## src/rtl/msi_pkg.sv

```systemverilog
package msi_pkg;
   typedef enum logic [1:0] {
      LINE_I = 2'd0,
      LINE_S = 2'd1,
      LINE_M = 2'd2
   } line_st_e;

   typedef enum logic [1:0] {
      CMD_IDLE = 2'b00,
      CMD_RD   = 2'b01,
      CMD_RDX  = 2'b10,
      CMD_WB   = 2'b11
   } bus_cmd_e;
endpackage

```

## src/rtl/msi_line_array.sv

```systemverilog
module msi_line_array
   import msi_pkg::*;
#(
   parameter int NUM_LINES     = 4,
   parameter int TAG_W         = 6,
   parameter int DATA_W        = 16,
   parameter bit CLEAR_PAYLOAD = 1'b1,
   localparam int IDX_W        = $clog2(NUM_LINES)
) (
   input  logic              clk,
   input  logic              rst_n,
   input  logic [IDX_W-1:0]  c_idx,
   input  logic              c_we,
   input  line_st_e          c_st,
   input  logic [TAG_W-1:0]  c_tag,
   input  logic [DATA_W-1:0] c_data,
   output line_st_e          c_rd_st,
   output logic [TAG_W-1:0]  c_rd_tag,
   output logic [DATA_W-1:0] c_rd_data,
   input  logic [IDX_W-1:0]  s_idx,
   input  logic              s_we,
   input  line_st_e          s_st,
   output line_st_e          s_rd_st,
   output logic [TAG_W-1:0]  s_rd_tag,
   output logic [DATA_W-1:0] s_rd_data
);
   line_st_e          st_all   [NUM_LINES];
   logic [TAG_W-1:0]  tag_all  [NUM_LINES];
   logic [DATA_W-1:0] data_all [NUM_LINES];

   for (genvar i = 0; i < NUM_LINES; i++) begin : g_line
      line_st_e          st_q;
      logic [TAG_W-1:0]  tag_q;
      logic [DATA_W-1:0] data_q;
      logic              c_hit_w;
      logic              s_hit_w;

      assign c_hit_w = c_we && (c_idx == IDX_W'(i));
      assign s_hit_w = s_we && (s_idx == IDX_W'(i));

      // processor-side install wins over a snoop update in the same cycle
      always_ff @(posedge clk or negedge rst_n) begin
         if (!rst_n)       st_q <= LINE_I;
         else if (c_hit_w) st_q <= c_st;
         else if (s_hit_w) st_q <= s_st;
      end

      if (CLEAR_PAYLOAD) begin : g_clr
         always_ff @(posedge clk or negedge rst_n) begin
            if (!rst_n) begin
               tag_q  <= '0;
               data_q <= '0;
            end else if (c_hit_w) begin
               tag_q  <= c_tag;
               data_q <= c_data;
            end
         end
      end else begin : g_keep
         always_ff @(posedge clk) begin
            if (c_hit_w) begin
               tag_q  <= c_tag;
               data_q <= c_data;
            end
         end
      end

      assign st_all[i]   = st_q;
      assign tag_all[i]  = tag_q;
      assign data_all[i] = data_q;
   end

   assign c_rd_st   = st_all[c_idx];
   assign c_rd_tag  = tag_all[c_idx];
   assign c_rd_data = data_all[c_idx];
   assign s_rd_st   = st_all[s_idx];
   assign s_rd_tag  = tag_all[s_idx];
   assign s_rd_data = data_all[s_idx];
endmodule

```

## src/rtl/msi_snoop_unit.sv

```systemverilog
module msi_snoop_unit
   import msi_pkg::*;
#(
   parameter int TAG_W  = 6,
   parameter int DATA_W = 16
) (
   input  logic              clk,
   input  logic              rst_n,
   input  bus_cmd_e          snp_cmd,
   input  logic [TAG_W-1:0]  snp_tag,
   input  line_st_e          rd_st,
   input  logic [TAG_W-1:0]  rd_tag,
   input  logic [DATA_W-1:0] rd_data,
   output logic              s_we,
   output line_st_e          s_st,
   output logic              flush_valid,
   output logic [DATA_W-1:0] flush_data
);
   logic present_w;
   logic flush_w;

   assign present_w = (rd_st != LINE_I) && (rd_tag == snp_tag);

   always_comb begin
      s_we    = 1'b0;
      s_st    = rd_st;
      flush_w = 1'b0;
      unique case (snp_cmd)
         CMD_RD: if (present_w && rd_st == LINE_M) begin
            s_we    = 1'b1;
            s_st    = LINE_S;
            flush_w = 1'b1;
         end
         CMD_RDX: if (present_w) begin
            s_we    = 1'b1;
            s_st    = LINE_I;
            flush_w = (rd_st == LINE_M);
         end
         default: ;
      endcase
   end

   always_ff @(posedge clk or negedge rst_n) begin
      if (!rst_n) begin
         flush_valid <= 1'b0;
         flush_data  <= '0;
      end else begin
         flush_valid <= flush_w;
         if (flush_w) flush_data <= rd_data;
      end
   end
endmodule

```

## src/rtl/msi_req_fsm.sv

```systemverilog
module msi_req_fsm
   import msi_pkg::*;
#(
   parameter int ADDR_W = 8,
   parameter int IDX_W  = 2,
   parameter int DATA_W = 16,
   localparam int TAG_W = ADDR_W - IDX_W
) (
   input  logic              clk,
   input  logic              rst_n,
   input  logic              cpu_req,
   input  logic              cpu_we,
   input  logic [ADDR_W-1:0] cpu_addr,
   input  logic [DATA_W-1:0] cpu_wdata,
   output logic              cpu_ready,
   output logic              cpu_done,
   output logic [DATA_W-1:0] cpu_rdata,
   input  logic              fill_valid,
   input  logic [DATA_W-1:0] fill_data,
   output bus_cmd_e          bus_cmd,
   output logic [ADDR_W-1:0] bus_addr,
   output logic [DATA_W-1:0] bus_wdata,
   output logic [IDX_W-1:0]  a_idx,
   input  line_st_e          a_st,
   input  logic [TAG_W-1:0]  a_tag,
   input  logic [DATA_W-1:0] a_data,
   output logic              a_we,
   output line_st_e          a_wst,
   output logic [TAG_W-1:0]  a_wtag,
   output logic [DATA_W-1:0] a_wdata
);
   typedef enum logic [2:0] {F_IDLE, F_LOOK, F_WB, F_REQ, F_WAIT, F_DONE} fsm_e;

   fsm_e              st_q, st_d;
   logic              we_q;
   logic [ADDR_W-1:0] addr_q;
   logic [DATA_W-1:0] wdata_q, rdata_q, rdata_d, vic_data_q;
   logic [TAG_W-1:0]  tag_q, vic_tag_q;
   logic              present_w, fill_w, vic_load;

   assign tag_q     = addr_q[ADDR_W-1:IDX_W];
   assign a_idx     = addr_q[IDX_W-1:0];
   assign present_w = (a_st != LINE_I) && (a_tag == tag_q);
   assign fill_w    = fill_valid && (st_q == F_REQ || st_q == F_WAIT);

   always_comb begin
      st_d     = st_q;
      a_we     = 1'b0;
      a_wst    = a_st;
      a_wtag   = a_tag;
      a_wdata  = a_data;
      rdata_d  = rdata_q;
      vic_load = 1'b0;
      unique case (st_q)
         F_IDLE: if (cpu_req) st_d = F_LOOK;
         F_LOOK: begin
            if (present_w && (!we_q || a_st == LINE_M)) begin
               a_we    = we_q;
               a_wst   = LINE_M;
               a_wdata = wdata_q;
               rdata_d = we_q ? wdata_q : a_data;
               st_d    = F_DONE;
            end else if (!present_w && a_st == LINE_M) begin
               // dirty victim: drop it locally, its data leaves with the write-back
               a_we     = 1'b1;
               a_wst    = LINE_I;
               vic_load = 1'b1;
               st_d     = F_WB;
            end else begin
               st_d = F_REQ;
            end
         end
         F_WB:    st_d = F_REQ;
         F_REQ, F_WAIT: begin
            if (fill_w) begin
               a_we    = 1'b1;
               a_wst   = we_q ? LINE_M : LINE_S;
               a_wtag  = tag_q;
               a_wdata = we_q ? wdata_q : fill_data;
               rdata_d = a_wdata;
               st_d    = F_DONE;
            end else begin
               st_d = F_WAIT;
            end
         end
         F_DONE:  st_d = F_IDLE;
         default: st_d = F_IDLE;
      endcase
   end

   always_ff @(posedge clk or negedge rst_n) begin
      if (!rst_n) begin
         st_q       <= F_IDLE;
         we_q       <= 1'b0;
         addr_q     <= '0;
         wdata_q    <= '0;
         rdata_q    <= '0;
         vic_tag_q  <= '0;
         vic_data_q <= '0;
      end else begin
         st_q    <= st_d;
         rdata_q <= rdata_d;
         if (st_q == F_IDLE && cpu_req) begin
            we_q    <= cpu_we;
            addr_q  <= cpu_addr;
            wdata_q <= cpu_wdata;
         end
         if (vic_load) begin
            vic_tag_q  <= a_tag;
            vic_data_q <= a_data;
         end
      end
   end

   always_comb begin
      bus_cmd  = CMD_IDLE;
      bus_addr = addr_q;
      if (st_q == F_WB) begin
         bus_cmd  = CMD_WB;
         bus_addr = {vic_tag_q, a_idx};
      end else if (st_q == F_REQ) begin
         bus_cmd = we_q ? CMD_RDX : CMD_RD;
      end
   end

   assign bus_wdata = vic_data_q;
   assign cpu_ready = (st_q == F_IDLE);
   assign cpu_done  = (st_q == F_DONE);
   assign cpu_rdata = rdata_q;
endmodule

```

## src/rtl/msi_snoop_ctrl.sv

```systemverilog
module msi_snoop_ctrl
   import msi_pkg::*;
#(
   parameter int NUM_LINES     = 4,
   parameter int ADDR_W        = 8,
   parameter int DATA_W        = 16,
   parameter bit CLEAR_PAYLOAD = 1'b1
) (
   input  logic              clk,
   input  logic              rst_n,
   input  logic              cpu_req,
   input  logic              cpu_we,
   input  logic [ADDR_W-1:0] cpu_addr,
   input  logic [DATA_W-1:0] cpu_wdata,
   output logic              cpu_ready,
   output logic              cpu_done,
   output logic [DATA_W-1:0] cpu_rdata,
   output logic [1:0]        bus_cmd,
   output logic [ADDR_W-1:0] bus_addr,
   output logic [DATA_W-1:0] bus_wdata,
   input  logic              fill_valid,
   input  logic [DATA_W-1:0] fill_data,
   input  logic [1:0]        snp_cmd,
   input  logic [ADDR_W-1:0] snp_addr,
   output logic              flush_valid,
   output logic [DATA_W-1:0] flush_data
);
   localparam int IDX_W = $clog2(NUM_LINES);
   localparam int TAG_W = ADDR_W - IDX_W;

   if (NUM_LINES < 2 || (1 << IDX_W) != NUM_LINES) begin : g_bad_lines
      $error("NUM_LINES must be a power of two of at least 2");
   end
   if (TAG_W < 1) begin : g_bad_addr
      $error("ADDR_W must exceed the index width");
   end
   if (DATA_W < 1) begin : g_bad_data
      $error("DATA_W must be positive");
   end

   logic [IDX_W-1:0]  a_idx;
   line_st_e          a_st, a_wst, s_st_rd, s_wst;
   logic [TAG_W-1:0]  a_tag, a_wtag, s_tag_rd;
   logic [DATA_W-1:0] a_data, a_wdata, s_data_rd;
   logic              a_we, s_we;
   bus_cmd_e          cmd_w;

   msi_line_array #(
      .NUM_LINES(NUM_LINES), .TAG_W(TAG_W), .DATA_W(DATA_W), .CLEAR_PAYLOAD(CLEAR_PAYLOAD)
   ) i_array (
      .clk(clk), .rst_n(rst_n),
      .c_idx(a_idx), .c_we(a_we), .c_st(a_wst), .c_tag(a_wtag), .c_data(a_wdata),
      .c_rd_st(a_st), .c_rd_tag(a_tag), .c_rd_data(a_data),
      .s_idx(snp_addr[IDX_W-1:0]), .s_we(s_we), .s_st(s_wst),
      .s_rd_st(s_st_rd), .s_rd_tag(s_tag_rd), .s_rd_data(s_data_rd)
   );

   msi_snoop_unit #(.TAG_W(TAG_W), .DATA_W(DATA_W)) i_snoop (
      .clk(clk), .rst_n(rst_n),
      .snp_cmd(bus_cmd_e'(snp_cmd)), .snp_tag(snp_addr[ADDR_W-1:IDX_W]),
      .rd_st(s_st_rd), .rd_tag(s_tag_rd), .rd_data(s_data_rd),
      .s_we(s_we), .s_st(s_wst),
      .flush_valid(flush_valid), .flush_data(flush_data)
   );

   msi_req_fsm #(.ADDR_W(ADDR_W), .IDX_W(IDX_W), .DATA_W(DATA_W)) i_fsm (
      .clk(clk), .rst_n(rst_n),
      .cpu_req(cpu_req), .cpu_we(cpu_we), .cpu_addr(cpu_addr), .cpu_wdata(cpu_wdata),
      .cpu_ready(cpu_ready), .cpu_done(cpu_done), .cpu_rdata(cpu_rdata),
      .fill_valid(fill_valid), .fill_data(fill_data),
      .bus_cmd(cmd_w), .bus_addr(bus_addr), .bus_wdata(bus_wdata),
      .a_idx(a_idx), .a_st(a_st), .a_tag(a_tag), .a_data(a_data),
      .a_we(a_we), .a_wst(a_wst), .a_wtag(a_wtag), .a_wdata(a_wdata)
   );

   assign bus_cmd = cmd_w;
endmodule

```

## config.mk

```make
export PLATFORM = sky130hd
export DESIGN_NAME = msi_snoop_ctrl
export DESIGN_NICKNAME = d
export VERILOG_FILES = /design/src/rtl/msi_pkg.sv /design/src/rtl/msi_line_array.sv /design/src/rtl/msi_snoop_unit.sv /design/src/rtl/msi_req_fsm.sv /design/src/rtl/msi_snoop_ctrl.sv
export SDC_FILE = /design/constraint.sdc
export NUM_CORES = 1
export LEC_CHECK = 0
export ABC_AREA = 1
export BUFFER_PORTS_ARGS = -buffer_cell sky130_fd_sc_hd__buf_2
export CAP_MARGIN = 0
export CORE_MARGIN = 2
export CORE_UTILIZATION = 43
export CTS_CLUSTER_SIZE = 25
export DETAILED_ROUTE_END_ITERATION = 10
export PLACE_DENSITY = 0.62
export SYNTH_ARGS = -nofsm -noshare
export SYNTH_HDL_FRONTEND = slang
export SYNTH_SLANG_ARGS = --single-unit
export TNS_END_PERCENT = 100
```

## constraint.sdc

```tcl
create_clock -name clk -period 3.3 [get_ports clk]
set_clock_uncertainty 0.15 [all_clocks]
set_input_delay 0.33 -clock clk [delete_from_list [all_inputs] [get_ports clk]]
set_output_delay 0.33 -clock clk [all_outputs]
set_load 0.03 [all_outputs]
```

==> summary.txt, run 1 <==
Run status
  – Status: complete, but fails checks
  – Failing checks: design-rule violations

CTS
  – CTS buffer count: 17
  – CTS max path bufs: 2
  – Clk Latency, worst-skew pair: around 430 ps
  – CTS tree: built
  – Post-CTS Repair Setup Buffers: 0
  – H-tree depth: 4
  – Root Driver: clkbuf_16
  – Worst-path clk slew: approximately 80 ps
  – Sink Count: 179

Floorplan
  – Core ar.: about 22000 um^2
  – Die Y: 153.5 um
  – Starting Density: between 40% and 50%
  – IO Count: ~120
  – Width of the die: 153.5 um
  – Row count: 54
  – Die ar.: ~24000 um^2

Route
  – DRC viols: 1
  – Total vias in the final route: about 9300
  – Drt initial violations: about 760
  – Met1 wire length: 12560 um
  – DR vias/cell: 5.447
  – Routed WL: approximately 30000 um
  – Met2 wire len: about 15000 um
  – Number of iterations in the first detailed-routing pass: 11
  – DR WL met3: between 1500 and 2000 um
  – WL/cell: roughly 18 um
  – Antenna-violating nets left: 0
  – Top Metal Used: met4

STA
  – Final max-slew violation count: 0
  – Final setup violating endpoints: 0
  – Fin worst setup slack: 372.5 ps
  – Rel. slew slack: 43.54%
  – Period minus WS final: roughly 2900 ps
  – FMAX: 0.3416 GHz
  – Fin. Hold Viols: 0
  – Fin Setup TNS: 0 ps
  – Worst Tran Pin Value: approximately 850 ps
  – RSZ-0062 raised after global routing: no
  – Fin crit share: 88.71%

Logic synthesis
  – #FFs+latches synth: 179
  – Top post-synthesis cells by area: dfrtp_1 (47%), nand2_1 (20%), inv_1 (4.4%), nand3_1 (4.0%), o21ai_0 (3.8%)
  – Syn nets: 1347
  – EDFF count, synth: 0
  – FFs w/ async S/R, synth: 100.0%
  – Most common cell in the netlist: nand2_1
  – Syn Inst Count: 1290
  – Post-synth top area share: roughly 47%
  – Top FF cell, synth: dfrtp_1
  – Top cells by count, synth: nand2_1 (507), dfrtp_1 (179), inv_1 (113)
  – Ys Warns: 0
  – Seq/Total Area, Yosys: 46.60%
  – Cell Area, Synth: just under 10000 um^2
  – Netlist cell types: 39
  – Synth area leader: dfrtp_1
  – Syn_area_per_cell: about 7.5 um^2

Setup path
  – RR Endpoint: i_array.g_line[0].tag_q[2]$_DFFE_PN0P_
  – Crit start category: register
  – Top fanout value on the critical path: 12
  – R2R Setup Slk: ~370 ps
  – Worst setup EP type: register
  – RR Startpoint: i_fsm.addr_q[0]$_DFFE_PN0P_
  – Crit-path slowest cell: a21oi_2
  – CP Cell Sequence: nand2_1 > nor2_1 > a21oi_1 > nand2_1 > nand2_1 > nand2_1 > nor2_2 > nand3_1 > nand2_2 > a21oi_2 > buf_4 > nand2_1 > o21ai_1
  – Critical path arrival: 3130 ps
  – CP peak stage delay: 620 ps
  – CP most frequent cell: nand2_1
  – Setup CP Type: reg -> reg
  – Worst reg-to-reg path cell count: 13
  – CP required: 3510 ps

Global route
  – Antenna violations before repair: 0
  – Congestion Overflow GR: 0
  – Vias in the first global route: just over 9000
  – Largest net degree at the start of global routing: 70
  – Total track usage: about 26%
  – First-pass GRT wire length: approximately 50000 um

Pwr
  – Cell leakage power: between 0.006 and 0.007 uW
  – Worst VDD drop: 0.4131 mV
  – PwrDens: ~1100 nW/um^2
  – Tot Pwr: approximately 13000 uW

Final layout
  – Area growth syn-to-layout: 17.95%
  – Final instance area: between 10000 and 15000 um^2
  – Nets@finish: 1468
  – Layout cells sized above 1: 16.01%
  – Ant diodes: 0

Worst hold path
  – Worst Hold Launch: cpu_wdata[3]
  – Worst hold stages: 2
  – Worst Hold End: i_fsm.wdata_q[3]$_DFFE_PN0P_
  – Hold crit path type: in -> reg

Placement
  – HPWL after DPL: about 21000 um
  – Setup WS pre-CTS: slightly below 300 ps
  – Port bufs: about 120
  – Placed Area: ~11000 um^2
  – RePlAce Congestion: between 0.8 and 0.9

Run
  – Max-cap violations: 0
[metrics by stage]
step | instances | hold slack [ps] | util [%]
2_1_floorplan | 1290 | -115.6 | -
3_3_place_gp | 1657 | 236.5 | 48.27
3_5_place_dp | 1657 | 231.9 | 48.27
4_1_cts | 1704 | 1.056 | 51.78
5_1_grt | 1704 | 1.325 | 51.79
6_report | 1704 | 11.42 | 51.79
[state kept, by name (all words and copies together), names as in the netlist]
name	cells
i_fsm.bus_wdata	16
i_snoop.flush_data	16
i_fsm.cpu_rdata	16
i_snoop.flush_valid	1
i_array.g_line.data_q	64
i_fsm.we_q	1
i_fsm.vic_tag_q	6
i_array.g_line.st_q	8
i_fsm.wdata_q	16
i_fsm.st_q	3
i_fsm.addr_q	8
i_array.g_line.tag_q	24
[critical path, delay by kind of cell (launching register included)]
| family | cells | cell delay (ps) |
|---|---|---|
| flops | 1 | 550 |
| compound gates | 3 | 790 |
| buf+inv | 1 | 310 |
| simple gates | 9 | 1060 |
[layout make-up]
| class | count | area (um^2) |
|---|---|---|
| sequential | 179 | 4479 |
| clock inverter | 15 | 192.7 |
| inverter | 121 | 454.2 |
| tap | 280 | 350.3 |
| clock buffer | 17 | 425.4 |
| timing repair buffer | 165 | 1070 |
| fill | 2146 | 10550 |
| multi-input combinational | 927 | 4365 |
[layer usage]
layer | vias to the layer above | track usage, %
li1 | 4413 | -
met1 | 4486 | 33.39
met2 | 313 | 44.36
met3 | 69 | 3.974
met4 | 0 | 8.956
met5 | - | 0
[report_power, final]
group | internal [uW] | switching (uW)
Sequential | 3200 | 721
Combinational | 2040 | 4430
Clock | 1220 | 967
Total | 6450 | 6120
[how the worst max path moves through the flow]
stage	startpoint	end	depth (start not counted)
2_1_floorplan	i_fsm.addr_q[1]$_DFFE_PN0P_	i_array.g_line[0].data_q[7]$_DFFE_PN0P_	16
3_3_place_gp	i_fsm.addr_q[0]$_DFFE_PN0P_	i_array.g_line[2].data_q[4]$_DFFE_PN0P_	13
3_5_place_dp	i_fsm.addr_q[0]$_DFFE_PN0P_	i_array.g_line[2].data_q[11]$_DFFE_PN0P_	13
4_1_cts	i_fsm.addr_q[0]$_DFFE_PN0P_	i_array.g_line[2].data_q[11]$_DFFE_PN0P_	13
5_1_grt	i_fsm.addr_q[0]$_DFFE_PN0P_	i_array.g_line[3].st_q[1]$_DFFE_PN0P_	13
6_report	i_fsm.addr_q[0]$_DFFE_PN0P_	i_array.g_line[0].tag_q[2]$_DFFE_PN0P_	13
[cells in the final DEF (no fill, tap or decap), types with 16 or more instances in the layout]
cell       instances
nor2_1            81
a221oi_1          22
clkbuf_16         17
buf_4             29
buf_2            114
nand2_1          506
o22ai_1           25
a21oi_1           51
dfrtp_1          179
mux2_2            16
o21ai_0           73
nand3_1           76
inv_1            113
[what timing repair did]
action | 4_1_cts | 5_1_grt
setup endpoints to repair | 0 | 24
hold buffers | 15 | 0
endpoints found under the hold margin | 79 | 0
gates resized for setup | 0 | 1
[cells by family after synthesis]
kind of cell,synth area share [%]
compound gates,13.40
buf+inv,8.071
fa+ha+maj,0.2603
flops,46.60
simple gates,28.76
mux,2.916
No activity file was read; power rests on OpenSTA's default activity.
==> inputs of run 2 (changes only) <==
- RECOVER_POWER: default -> 25
==> run 2 against run 1 <==
  * The flow finishes with violations (max-capacitance violations, max-slew violations)
  * Design area fell by 0.20%
  * First-iteration DRC count fell by 5.0%
  * Via count fell by 0.28%
  * Utilization fell by 0.10 points
  * Worst hold slack got worse by 2.0 ps
  * Critical path depth did not move
  * Combinational power barely moved
  * Power barely moved
  * Sequential cell count did not move
  * Sequential share of layout area rose by 0.079 points
  * Count of clock-buffer cells in the layout did not move
  * Clock power barely moved
  * Largest cell class unchanged
==> summary.txt, run 2 (synthesis results as in run 1) <==
Worst hold path
  – Hold crit path type: in -> reg
  – Worst Hold Launch: cpu_addr[7]
  – Worst Hold End: i_fsm.addr_q[7]$_DFFE_PN0P_
  – Worst hold stages: 3

Setup path
  – RR Endpoint: i_array.g_line[0].tag_q[2]$_DFFE_PN0P_
  – Worst reg-to-reg path cell count: 13
  – CP most frequent cell: nand2_1
  – Setup crit start: i_fsm.addr_q[0]$_DFFE_PN0P_
  – RR Startpoint: i_fsm.addr_q[0]$_DFFE_PN0P_
  – Top fanout value on the critical path: 12
  – Crit-path slowest cell: a21oi_2
  – Worst setup EP type: register
  – CP required: roughly 3500 ps
  – Setup CP Type: reg -> reg
  – CP peak stage delay: approximately 620 ps
  – R2R Setup Slk: around 370 ps
  – Critical path arrival: 3140 ps
  – Crit start category: register
  – CP Cell Sequence: nand2_1 > nor2_1 > a21oi_1 > nand2_1 > nand2_1 > nand2_1 > nor2_2 > nand3_1 > nand2_2 > a21oi_2 > buf_4 > nand2_1 > o21ai_1

Placement
  – RePlAce Congestion: ~0.87
  – HPWL after DPL: 21100 um
  – Port bufs: 115
  – Placed insts: 1657
  – Setup WS pre-CTS: approximately 290 ps

Final layout
  – Layout cells sized above 1: between 10% and 20%
  – Most frequent cells in the layout: nand2_1 (506), dfrtp_1 (179), buf_2 (114)
  – Max reg flops: between 60 and 70
  – Fin util: 51.69%
  – Most flops, register: i_array.g_line.data_q
  – Area growth syn-to-layout: 17.72%
  – Post-Layout Cell Count: 1704
  – Ant diodes: 0
  – Commonest non-fill, non-tap cell in the layout: nand2_1
  – Nets@finish: about 1500
  – Largest regs: i_array.g_line.data_q x64, i_array.g_line.tag_q x24
  – Filler Cell Count: around 2100

Global route
  – Largest net degree at the start of global routing: 70
  – Congestion Overflow GR: 0
  – First-pass GRT wire length: slightly below 50000 um
  – Vias in the first global route: about 9100
  – Total track usage: between 20% and 30%
  – Antenna violations before repair: 0

STA
  – Final max-slew violation count: 70
  – Rel. slew slack: -21.84%
  – Fin. Hold Viols: 0
  – RSZ-0062 raised after global routing: no
  – Fin Setup TNS: 0 ps
  – Fin worst setup slack: roughly 370 ps
  – Worst Tran Pin Value: approximately 1800 ps
  – Fin crit share: about 89%
  – FMAX: around 0.34 GHz
  – Period minus WS final: ~2900 ps
  – Final setup violating endpoints: 0

Run status
  – Failing checks: max-capacitance violations, max-slew violations
  – Status: complete, but fails checks

Floorplan
  – IO Count: ~120
  – Width of the die: 153.5 um
  – Starting Density: between 40% and 50%
  – Row count: between 50 and 60
  – Die ar.: ~24000 um^2
  – Core ar.: 21890 um^2
  – Die Y: roughly 150 um

Pwr
  – Cell leakage power: approximately 0.0061 uW
  – P_sw: slightly above 6000 uW
  – Gate power share: between 50% and 60%
  – Sw Ratio: around 49%
  – Worst VDD drop: roughly 0.41 mV
  – Internal Pwr Total: between 6000 and 7000 uW
  – PwrDens: approximately 1100 nW/um^2
  – Clk pwr share: ~17%
  – Tot Pwr: about 13000 uW
  – Seq pwr share: a little under a third

Route
  – Drt initial violations: approximately 720
  – Total vias in the final route: 9255
  – Routed WL: between 20000 and 30000 um
  – DRC viols: 0
  – Number of iterations in the first detailed-routing pass: 7
  – DR vias/cell: approximately 5.4
  – WL/cell: approximately 18 um
  – Antenna-violating nets left: 0

CTS
  – CTS buffer count: 17
  – Clk Latency, worst-skew pair: 430 ps
  – Sink Count: between 150 and 200
  – Post-CTS Repair Setup Buffers: 0
  – CTS tree: built
  – H-tree depth: 4
  – CTS max path bufs: 2
  – Worst-path clk slew: ~70 ps
  – Root Driver: clkbuf_16

Run
  – Max-cap violations: 1
run 2: cell types whose count changed in the layout (fill, tap and decap cells not counted), sizes merged:
cell    previous run  this run
clkbuf            17        20
buf              150       147
run 2: stage by stage:
step | hold WS (ps) | cell area (um^2)
2_1_floorplan | -115.6 | 9612
3_3_place_gp | 236.5 | 10570
3_5_place_dp | 231.9 | 10570
4_1_cts | 1.056 | 11330
5_1_grt | 1.325 | 11310
6_report | 9.382 | 11310
run 2: worst max-delay path by stage:
stage                                               endpoint  slack, ps  depth (start not counted)
global route           i_array.g_line[3].st_q[1]$_DFFE_PN0P_        100                         13
global placement     i_array.g_line[2].data_q[4]$_DFFE_PN0P_        330                         13
finish                i_array.g_line[0].tag_q[2]$_DFFE_PN0P_        370                         13
detailed placement  i_array.g_line[2].data_q[11]$_DFFE_PN0P_        290                         13
CTS                 i_array.g_line[2].data_q[11]$_DFFE_PN0P_        250                         13
floorplan            i_array.g_line[0].data_q[7]$_DFFE_PN0P_        990                         16
run 2: final cells by class:
class / instances / area (um^2) / share of cell area [%]
Sequential cell: 179 / 4479 / 39.59
Clock inverter: 15 / 192.7 / 1.703
Tap cell: 280 / 350.3 / 3.096
Clock buffer: 17 / 425.4 / 3.760
Multi-Input combinational cell: 927 / 4365 / 38.58
Timing Repair Buffer: 165 / 1047 / 9.256
Inverter: 121 / 454.2 / 4.014
run 2: critical path: cells and delay by family, from the launching register on:
family	cells	cell delay (ps)
AOI/OAI and AO/OA	3	790
DFF	1	550
buffers and inverters	1	310
and+or+nand+nor	9	1060
run 2: what timing repair did:
action                                 in CTS  in global routing
endpoints found under the hold margin      79                  0
setup endpoints to repair                   0                 24
hold buffers                               15                  0
resized for setup                           0                  1
run 2: power groups by stage:
stage               combinational [uW]  sequential, uW  clock, uW
global placement                  6340            3930          0
global route                      7170            4040       2280
detailed placement                6410            3930          0
finish                            6460            3920       2180
floorplan                         4140            4130          0
CTS                               6450            3910       2190
run 2: per-layer routing:
layer  wire, um  up-vias  track usage (%)  part of all wire, %
li1           -     4408                -                    -
met1      12470     4464            33.39                   42
met2      15000      318            44.36                   50
met3       1602       65            3.974                  5.3
met4        886        0            8.956                  3.0
met5          0        -                0                    0
